$ cat config.mk
export PLATFORM = sky130hd
export DESIGN_NAME = lcd_scan_timer
export DESIGN_NICKNAME = d
export VERILOG_FILES = /design/src/rtl/lcd_scan_pkg.sv /design/src/rtl/lcd_row_scan.sv /design/src/rtl/lcd_frame_flags.sv /design/src/rtl/lcd_seg_gate.sv /design/src/rtl/lcd_scan_timer.sv
export SDC_FILE = /design/constraint.sdc
export NUM_CORES = 1
export LEC_CHECK = 0
export ABC_AREA = 1
export CAP_MARGIN = 20
export CORE_MARGIN = 2
export CORE_UTILIZATION = 56
export DETAILED_ROUTE_END_ITERATION = 7
export PLACE_DENSITY_LB_ADDON = 0.25
export REMOVE_ABC_BUFFERS = 1
export SYNTH_ARGS = -nofsm -noshare
export SYNTH_HDL_FRONTEND = slang
export SYNTH_SLANG_ARGS = --single-unit
$ cat constraint.sdc
create_clock -name clk_i -period 4.2 [get_ports clk_i]
set_input_delay 1.26 -clock clk_i [delete_from_list [all_inputs] [get_ports clk_i]]
set_output_delay 1.26 -clock clk_i [all_outputs]
set_load 0.005 [all_outputs]
$ cat src/rtl/lcd_scan_pkg.sv
package lcd_scan_pkg;
  typedef enum logic [1:0] {
    SEG_NORMAL = 2'd0,
    SEG_DARK   = 2'd1,
    SEG_LIT    = 2'd2,
    SEG_BLANK  = 2'd3
  } seg_ctl_e;

  function automatic seg_ctl_e seg_decide(input logic disp_on, input logic blink_ph,
                                          input logic char_blink, input logic dark_pat);
    if (!disp_on) return SEG_BLANK;
    if (blink_ph && char_blink) return dark_pat ? SEG_DARK : SEG_LIT;
    return SEG_NORMAL;
  endfunction
endpackage

$ cat src/rtl/lcd_row_scan.sv
module lcd_row_scan #(
  parameter int ROW_CLKS_SHORT = 128,
  parameter int ROW_CLKS_FULL  = 64,
  parameter int COMS_SHORT     = 9,
  parameter int COMS_FULL      = 17,
  localparam int CW = $clog2(COMS_FULL),
  localparam int RMAX = (ROW_CLKS_SHORT > ROW_CLKS_FULL) ? ROW_CLKS_SHORT : ROW_CLKS_FULL,
  localparam int RW = $clog2(RMAX)
) (
  input  logic          clk_i,
  input  logic          rst_ni,
  input  logic          duty9_i,
  output logic [CW-1:0] com_idx_o,
  output logic          frame_end_o
);
  localparam logic [RW-1:0] ROW_LAST_S = RW'(ROW_CLKS_SHORT - 1);
  localparam logic [RW-1:0] ROW_LAST_F = RW'(ROW_CLKS_FULL - 1);
  localparam logic [CW-1:0] COM_LAST_S = CW'(COMS_SHORT - 1);
  localparam logic [CW-1:0] COM_LAST_F = CW'(COMS_FULL - 1);

  logic [RW-1:0] row_q;
  logic [CW-1:0] com_q;
  logic          row_end, com_end;

  // >= keeps the counters bounded if the mode flips mid-row
  assign row_end     = row_q >= (duty9_i ? ROW_LAST_S : ROW_LAST_F);
  assign com_end     = com_q >= (duty9_i ? COM_LAST_S : COM_LAST_F);
  assign frame_end_o = row_end && com_end;
  assign com_idx_o   = com_q;

  always_ff @(posedge clk_i or negedge rst_ni) begin
    if (!rst_ni) begin
      row_q <= '0;
      com_q <= '0;
    end else if (row_end) begin
      row_q <= '0;
      com_q <= com_end ? '0 : com_q + 1'b1;
    end else begin
      row_q <= row_q + 1'b1;
    end
  end


  com_hold_chk: assert property (@(posedge clk_i) disable iff (!rst_ni)
    !row_end |=> com_q == $past(com_q));

  com_range_chk: assert property (@(posedge clk_i) disable iff (!rst_ni)
    com_q <= COM_LAST_F);

  short_range_chk: assert property (@(posedge clk_i) disable iff (!rst_ni)
    duty9_i |-> com_q <= COM_LAST_S);
endmodule

$ cat src/rtl/lcd_frame_flags.sv
module lcd_frame_flags #(
  parameter int BLINK_HALF_CLKS = 40960,
  localparam int BW = $clog2(BLINK_HALF_CLKS)
) (
  input  logic clk_i,
  input  logic rst_ni,
  input  logic frame_end_i,
  output logic pol_o,
  output logic blink_o
);
  logic [BW-1:0] bcnt_q;
  logic          pend_q, pol_q, blink_q, bwrap;

  assign bwrap   = bcnt_q == BW'(BLINK_HALF_CLKS - 1);
  assign pol_o   = pol_q;
  assign blink_o = blink_q;

  always_ff @(posedge clk_i or negedge rst_ni) begin
    if (!rst_ni) begin
      bcnt_q  <= '0;
      pend_q  <= 1'b0;
      pol_q   <= 1'b0;
      blink_q <= 1'b0;
    end else begin
      bcnt_q <= bwrap ? '0 : bcnt_q + 1'b1;
      pend_q <= (pend_q | bwrap) & ~frame_end_i;
      if (frame_end_i) begin
        pol_q <= ~pol_q;
        if (pend_q | bwrap) blink_q <= ~blink_q;
      end
    end
  end


  pol_flip_chk: assert property (@(posedge clk_i) disable iff (!rst_ni)
    frame_end_i |=> pol_q != $past(pol_q));

  pol_hold_chk: assert property (@(posedge clk_i) disable iff (!rst_ni)
    !frame_end_i |=> $stable(pol_q));

  blink_hold_chk: assert property (@(posedge clk_i) disable iff (!rst_ni)
    !frame_end_i |=> $stable(blink_q));
endmodule

$ cat src/rtl/lcd_seg_gate.sv
module lcd_seg_gate
  import lcd_scan_pkg::*;
#(
  parameter int COMS_FULL = 17,
  localparam int CW = $clog2(COMS_FULL)
) (
  input  logic [CW-1:0]        com_idx_i,
  input  logic                 disp_on_i,
  input  logic                 blink_i,
  input  logic                 char_blink_i,
  input  logic                 dark_pat_i,
  output logic [COMS_FULL-1:0] com_sel_o,
  output seg_ctl_e             seg_ctl_o
);
  for (genvar k = 0; k < COMS_FULL; k++) begin : g_com
    assign com_sel_o[k] = disp_on_i && (com_idx_i == CW'(k));
  end

  assign seg_ctl_o = seg_decide(disp_on_i, blink_i, char_blink_i, dark_pat_i);
endmodule

$ cat src/rtl/lcd_scan_timer.sv
module lcd_scan_timer
  import lcd_scan_pkg::*;
#(
  parameter int ROW_CLKS_SHORT  = 128,
  parameter int ROW_CLKS_FULL   = 64,
  parameter int COMS_SHORT      = 9,
  parameter int COMS_FULL       = 17,
  parameter int BLINK_HALF_CLKS = 40960,
  localparam int CW = $clog2(COMS_FULL)
) (
  input  logic                 clk_i,
  input  logic                 rst_ni,
  input  logic                 duty9_i,
  input  logic                 disp_on_i,
  input  logic                 blink_dark_i,
  input  logic                 char_blink_i,
  output logic [CW-1:0]        com_idx_o,
  output logic [COMS_FULL-1:0] com_sel_o,
  output logic                 pol_o,
  output logic                 blink_o,
  output logic [1:0]           seg_ctl_o
);
  logic     frame_end;
  seg_ctl_e seg_ctl;

  lcd_row_scan #(
    .ROW_CLKS_SHORT(ROW_CLKS_SHORT), .ROW_CLKS_FULL(ROW_CLKS_FULL),
    .COMS_SHORT(COMS_SHORT), .COMS_FULL(COMS_FULL)
  ) u_scan (
    .clk_i(clk_i), .rst_ni(rst_ni), .duty9_i(duty9_i),
    .com_idx_o(com_idx_o), .frame_end_o(frame_end)
  );

  lcd_frame_flags #(.BLINK_HALF_CLKS(BLINK_HALF_CLKS)) u_flags (
    .clk_i(clk_i), .rst_ni(rst_ni), .frame_end_i(frame_end),
    .pol_o(pol_o), .blink_o(blink_o)
  );

  lcd_seg_gate #(.COMS_FULL(COMS_FULL)) u_gate (
    .com_idx_i(com_idx_o), .disp_on_i(disp_on_i), .blink_i(blink_o),
    .char_blink_i(char_blink_i), .dark_pat_i(blink_dark_i),
    .com_sel_o(com_sel_o), .seg_ctl_o(seg_ctl)
  );

  assign seg_ctl_o = seg_ctl;


  sel_onehot_chk: assert property (@(posedge clk_i) disable iff (!rst_ni)
    $onehot0(com_sel_o));

  sel_off_chk: assert property (@(posedge clk_i) disable iff (!rst_ni)
    !disp_on_i |-> com_sel_o == '0);

  seg_pass_chk: assert property (@(posedge clk_i) disable iff (!rst_ni)
    (disp_on_i && !blink_o) |-> seg_ctl_o == 2'd0);
endmodule

After elaboration in Yosys (flattened, before gate mapping)

Cells that the tools add are included.

Logic and storage cells: 66
ROM bits: 0
Memories kept: 0
Bits in registers: 31
Bits in latches: 0
RAM bits: 0
Output and inout bits: 26

Order comparisons: 2
Reduce and logical (&&, ||, !) cells: 21
Multiply operators: 0
Shifts and indexed selects: 0
Bitwise logic cells: 5
Muxes and demuxes: 12
Equality and inequality tests: 17
$add $sub $neg: 3
Divide/modulo/power cells: 0

Operators with widths:

| operator                                      | count |
|---|---|
| == test 5 x 4 -> 1 bit, second input constant | 8 |
| == test 5 x 3 -> 1 bit, second input constant | 4 |
| logical AND 1 bit                             | 19 |
| adder 16 x 1 -> 16 bit, second input constant | 1 |
| == test 16 bit, second input constant         | 1 |
| two-way mux 16 bit                            | 1 |
| two-way mux 7 bit                             | 2 |
| == test 5 x 2 -> 1 bit, second input constant | 2 |
| two-way mux 2 bit                             | 5 |
| two-way mux 5 bit                             | 2 |
| adder 7 x 1 -> 7 bit, second input constant   | 1 |
| >= comparator 7 bit                           | 1 |
| adder 5 x 1 -> 5 bit, second input constant   | 1 |
| == test 5 x 1 -> 1 bit, second input constant | 1 |
| == test 5 bit, second input constant          | 1 |
| >= comparator 5 bit                           | 1 |
| zero test 5 bit                               | 1 |
| NOT 1 bit                                     | 3 |
| two-way mux 1 bit                             | 2 |
| AND reduction 2 bit                           | 1 |
| AND 1 bit                                     | 1 |
| bitwise OR 1 bit                              | 1 |

Logic depth before layout (Yosys ltp)

Depth after elaboration: 5
Mapped depth: 11
Mapped depth without buffers: 11

Modules after synthesis

Synthesis repeated with hierarchy kept, for this count alone.

Cells, all modules: 253
Area, all modules: 1893.1 sq um

By module, submodules not included:

| module          | seq. area each (sq um) | area each (sq um) | times used | cells an instance |
|---|---|---|---|---|
| lcd_frame_flags | 475.5                  | 950.9             | 1          | 115 |
| lcd_row_scan    | 300.3                  | 770.7             | 1          | 95 |
| lcd_seg_gate    | 0.0                    | 171.4             | 1          | 43 |

Least setup slack after synthesis

OpenSTA, ideal clock, no wires.

Kind: input -> output
Start: in disp_on_i
End: out com_sel_o[0]
Slack: 1.191 ns
Data arrival time: 1.749 ns
Stages: 3
Cell sequence: clkbuf_1 nand3_1 nor2_1

Cells in the longest elaborated chain, start to end: 1

Ends and longest elaborated chain:

| what              | RTL line             | RTL |
|---|---|---|
| from (decl)       | lcd_scan_timer.sv:14 | `input logic disp_on_i,` |
| logical AND 1 bit | lcd_seg_gate.sv:16   | `assign com_sel_o[k] = disp_on_i && (com_idx_i == CW'(k));` |
| to (decl)         | lcd_scan_timer.sv:18 | `output logic [COMS_FULL-1:0] com_sel_o,` |

Every way passes these cells.

Worst setup path in the final report

Start: in disp_on_i
End: out com_sel_o[14]

The elaborated chain is that of the path after synthesis.

==> impl_metrics.py <==
metrics = {
    "floorplanning": {
        "core_area_um2": 3030,
        "start_util_pct": 58.3,
        "die_y_um": 60.2,
        "row_count": 20,
        "io_pins": 32,
        "die-area_um2": 3620,
        "die-width_um": 60.2,
    },
    "setup_path": {
        "setup.worst_path.class": "primary input to output pin",
        "worstPathArrival_ps": 2730,
        "crit_fanout": 8,
        "required_ps": 2940,
        "startpoint_type": "primary input",
        "end_kind": "output pin",
    },
    "clock_tree": {
        "post_cts_buffers": 0,
        "cts_hold_buf": 0,
        "clk_latency_ps": 340,
        "cts_max_level": 2,
        "cts_made_buffers": 5,
        "root_buffer": "clkbuf_4",
        "clk_pin_slew_ps": 90,
        "cts_tree": "yes",
        "clock_path_buffers": 2,
        "cts.sinks": 31,
        "cts_resized": 0,
    },
    "global_route": {
        "grt.total_usage_pct": 20.6,
        "antenna_found_initial": 0,
        "grt_max_degree": 32,
        "gr-total-overflow": 0,
        "grt_pass1_vias": 1308,
        "grt_pass1_wl_um": 5380,
    },
    "timing": {
        "rsz0062_at_grt": "false",
        "worst_pin_slew_ps": 380,
        "slew_headroom_pct": 74.7,
        "post-route-min-period_ps": 3990,
        "final.setup.tns_ps": 0,
        "fin_worst_skew_ps": 9.37,
        "hold_viol": 0,
        "fmax_mhz": 251,
        "maxSlewViolCount": 0,
        "setup_slack_ps": 214,
        "setup_viol": 0,
        "finalCritPeriodShare_pct": 94.9,
    },
    "cells_and_area": {
        "syn2layout_area_growth_pct": 25.1,
        "final_util_pct": 73.0,
        "antennaDiodeCount": 0,
        "fillers": 243,
        "final_nets": 278,
        "drive_above_1_share_pct": 10.3,
        "final_area_um2": 2210,
    },
    "yosys": {
        "synth_cells": 226,
        "synth_cell_types": 25,
        "synthArstFlopShare_pct": 100,
        "yosysMostFrequentCell": "nor2_1",
        "ys_ff_latch": 31,
        "ys_top_cells_by_count": "nor2_1 (42), nand2_1 (39), dfrtp_1 (31), inv_1 (29), nand3_1 (21)",
        "syn_area_per_cell_um2": 7.82,
        "synth_top_cell_area_share_pct": 43.9,
        "synth_area_um2": 1770,
        "yosys_warnings": 0,
        "synth_edf_count": 0,
        "synth_area_leaders": "dfrtp_1 (44%), nor2_1 (8.9%), nand2_1 (8.3%), ha_1 (7.1%), inv_1 (6.2%)",
        "ys.flop_type": "dfrtp_1",
        "yosysSeqAreaShare_pct": 43.9,
        "yosys.area.top_type": "dfrtp_1",
    },
    "power_and_ir_drop": {
        "cellPowerDensity_nw_per_um2": 270,
        "vdd.ir_drop.worst_v": 0.000243,
        "leakagePower_nw": 1.10,
    },
    "detailed_routing": {
        "drt_iter0_drc": 54,
        "drt-vias-per-instance": 4.80,
        "drt.antenna.violating_nets": 0,
        "vias": 1474,
        "dr.pass1.iters": 4,
        "wirelength_um": 3180,
        "drcViolationCount": 0,
        "post_drt_wl_per_cell_um": 10.4,
    },
    "placed_design": {
        "hpwl_um": 2360,
        "dp_slack_ps": 209,
        "placed_cell_area_um2": 2120,
        "routabilityCongestion": 0.801,
        "io_buffers": 31,
    },
    "status": {
        "status": "completed",
    },
    "job": {
        "cap_violations": 0,
    },
    "worst_hold_path": {
        "hold_path.class": "flop to flop",
    },
}
[cells by family (layout without fill, tap and decap cells)]
group	after synthesis	in the layout	synth area share [%]
simple gates	124	124	31.4
compound gates	14	14	4.25
xor+xnor	11	11	5.45
fa+ha+maj	10	10	7.08
flops	31	31	43.9
buf+inv	36	73	7.93
[registers in the layout, indices dropped and copies added (netlist names)]
signal and count:
u_flags.bcnt_q 16, u_flags.blink_o 1, u_flags.pend_q 1, u_flags.pol_o 1
u_scan.com_idx_o 5, u_scan.row_q 7
[layer usage]
layer,up-vias,global-route usage [%],routed length (um)
met5,-,0,0
met4,0,9.21,83
met3,9,7.58,186
met2,35,34.5,1460
met1,652,23.3,1450
li1,778,-,-
[area by class of cell]
type	count	area (um^2)	share of cell area (%)
sequential	31	776	35.1
clock buffer	6	51.3	2.32
multi-input combinational	159	851	38.5
timing repair buffer	32	318	14.4
inverter	33	124	5.61
tap	44	55.1	2.49
clock inverter	2	35.0	1.59
[worst paths after layout]
| path | startpoint | endpoint | slack [ps] | cells past startpoint |
|---|---|---|---|---|
| max reg2reg | u_scan.com_idx_o[3]$_DFFE_PN0N_ | u_flags.blink_o$_DFFE_PN0P_ | 2580 | 9 |
| max in group asynchronous | rst_ni | u_flags.bcnt_q[12]$_DFF_PN0_ | 2620 | 2 |
| min reg2reg | u_flags.bcnt_q[0]$_DFF_PN0_ | u_flags.bcnt_q[0]$_DFF_PN0_ | 470 | 1 |
| min in group asynchronous | rst_ni | u_scan.row_q[2]$_DFF_PN0_ | 1300 | 2 |
| max | disp_on_i | com_sel_o[14] | 210 | 4 |
| min | u_flags.bcnt_q[0]$_DFF_PN0_ | u_flags.bcnt_q[0]$_DFF_PN0_ | 470 | 1 |
[layout by cell type, fill, tap and decap left out, types with 3 or more instances in the layout]
cell type        count
clkdlybuf4s50_1     31
dfrtp_1             31
o21ai_0              5
inv_1               29
nor3_1               5
inv_2                4
nand2_2              5
xor2_1               8
ha_1                10
clkbuf_4             5
nor2_1              42
nor2_2               6
a21oi_1              5
nand4_1              3
nand2_1             39
nand3_1             21
xnor2_1              3
[power breakdown]
group          switching, mW  total, mW  internal [mW]
clock                  0.102      0.243          0.141
sequential           0.00400      0.306          0.302
combinational         0.0251     0.0478         0.0227
[worst max-delay path, stage by stage]
cell             delay (ps)
clkdlybuf4s50_1         610
nand3_1                 210
nor2_1                  130
clkdlybuf4s50_1         510
[metrics by stage]
step	power [mW]	std cells	hold WS, ps
3_5_place_dp	0.360	299	458
4_1_cts	0.605	307	472
3_3_place_gp	0.360	299	450
2_1_floorplan	0.330	223	431
6_report	0.596	307	468
5_1_grt	0.625	307	494
Power figures use the tool's default switching activity.
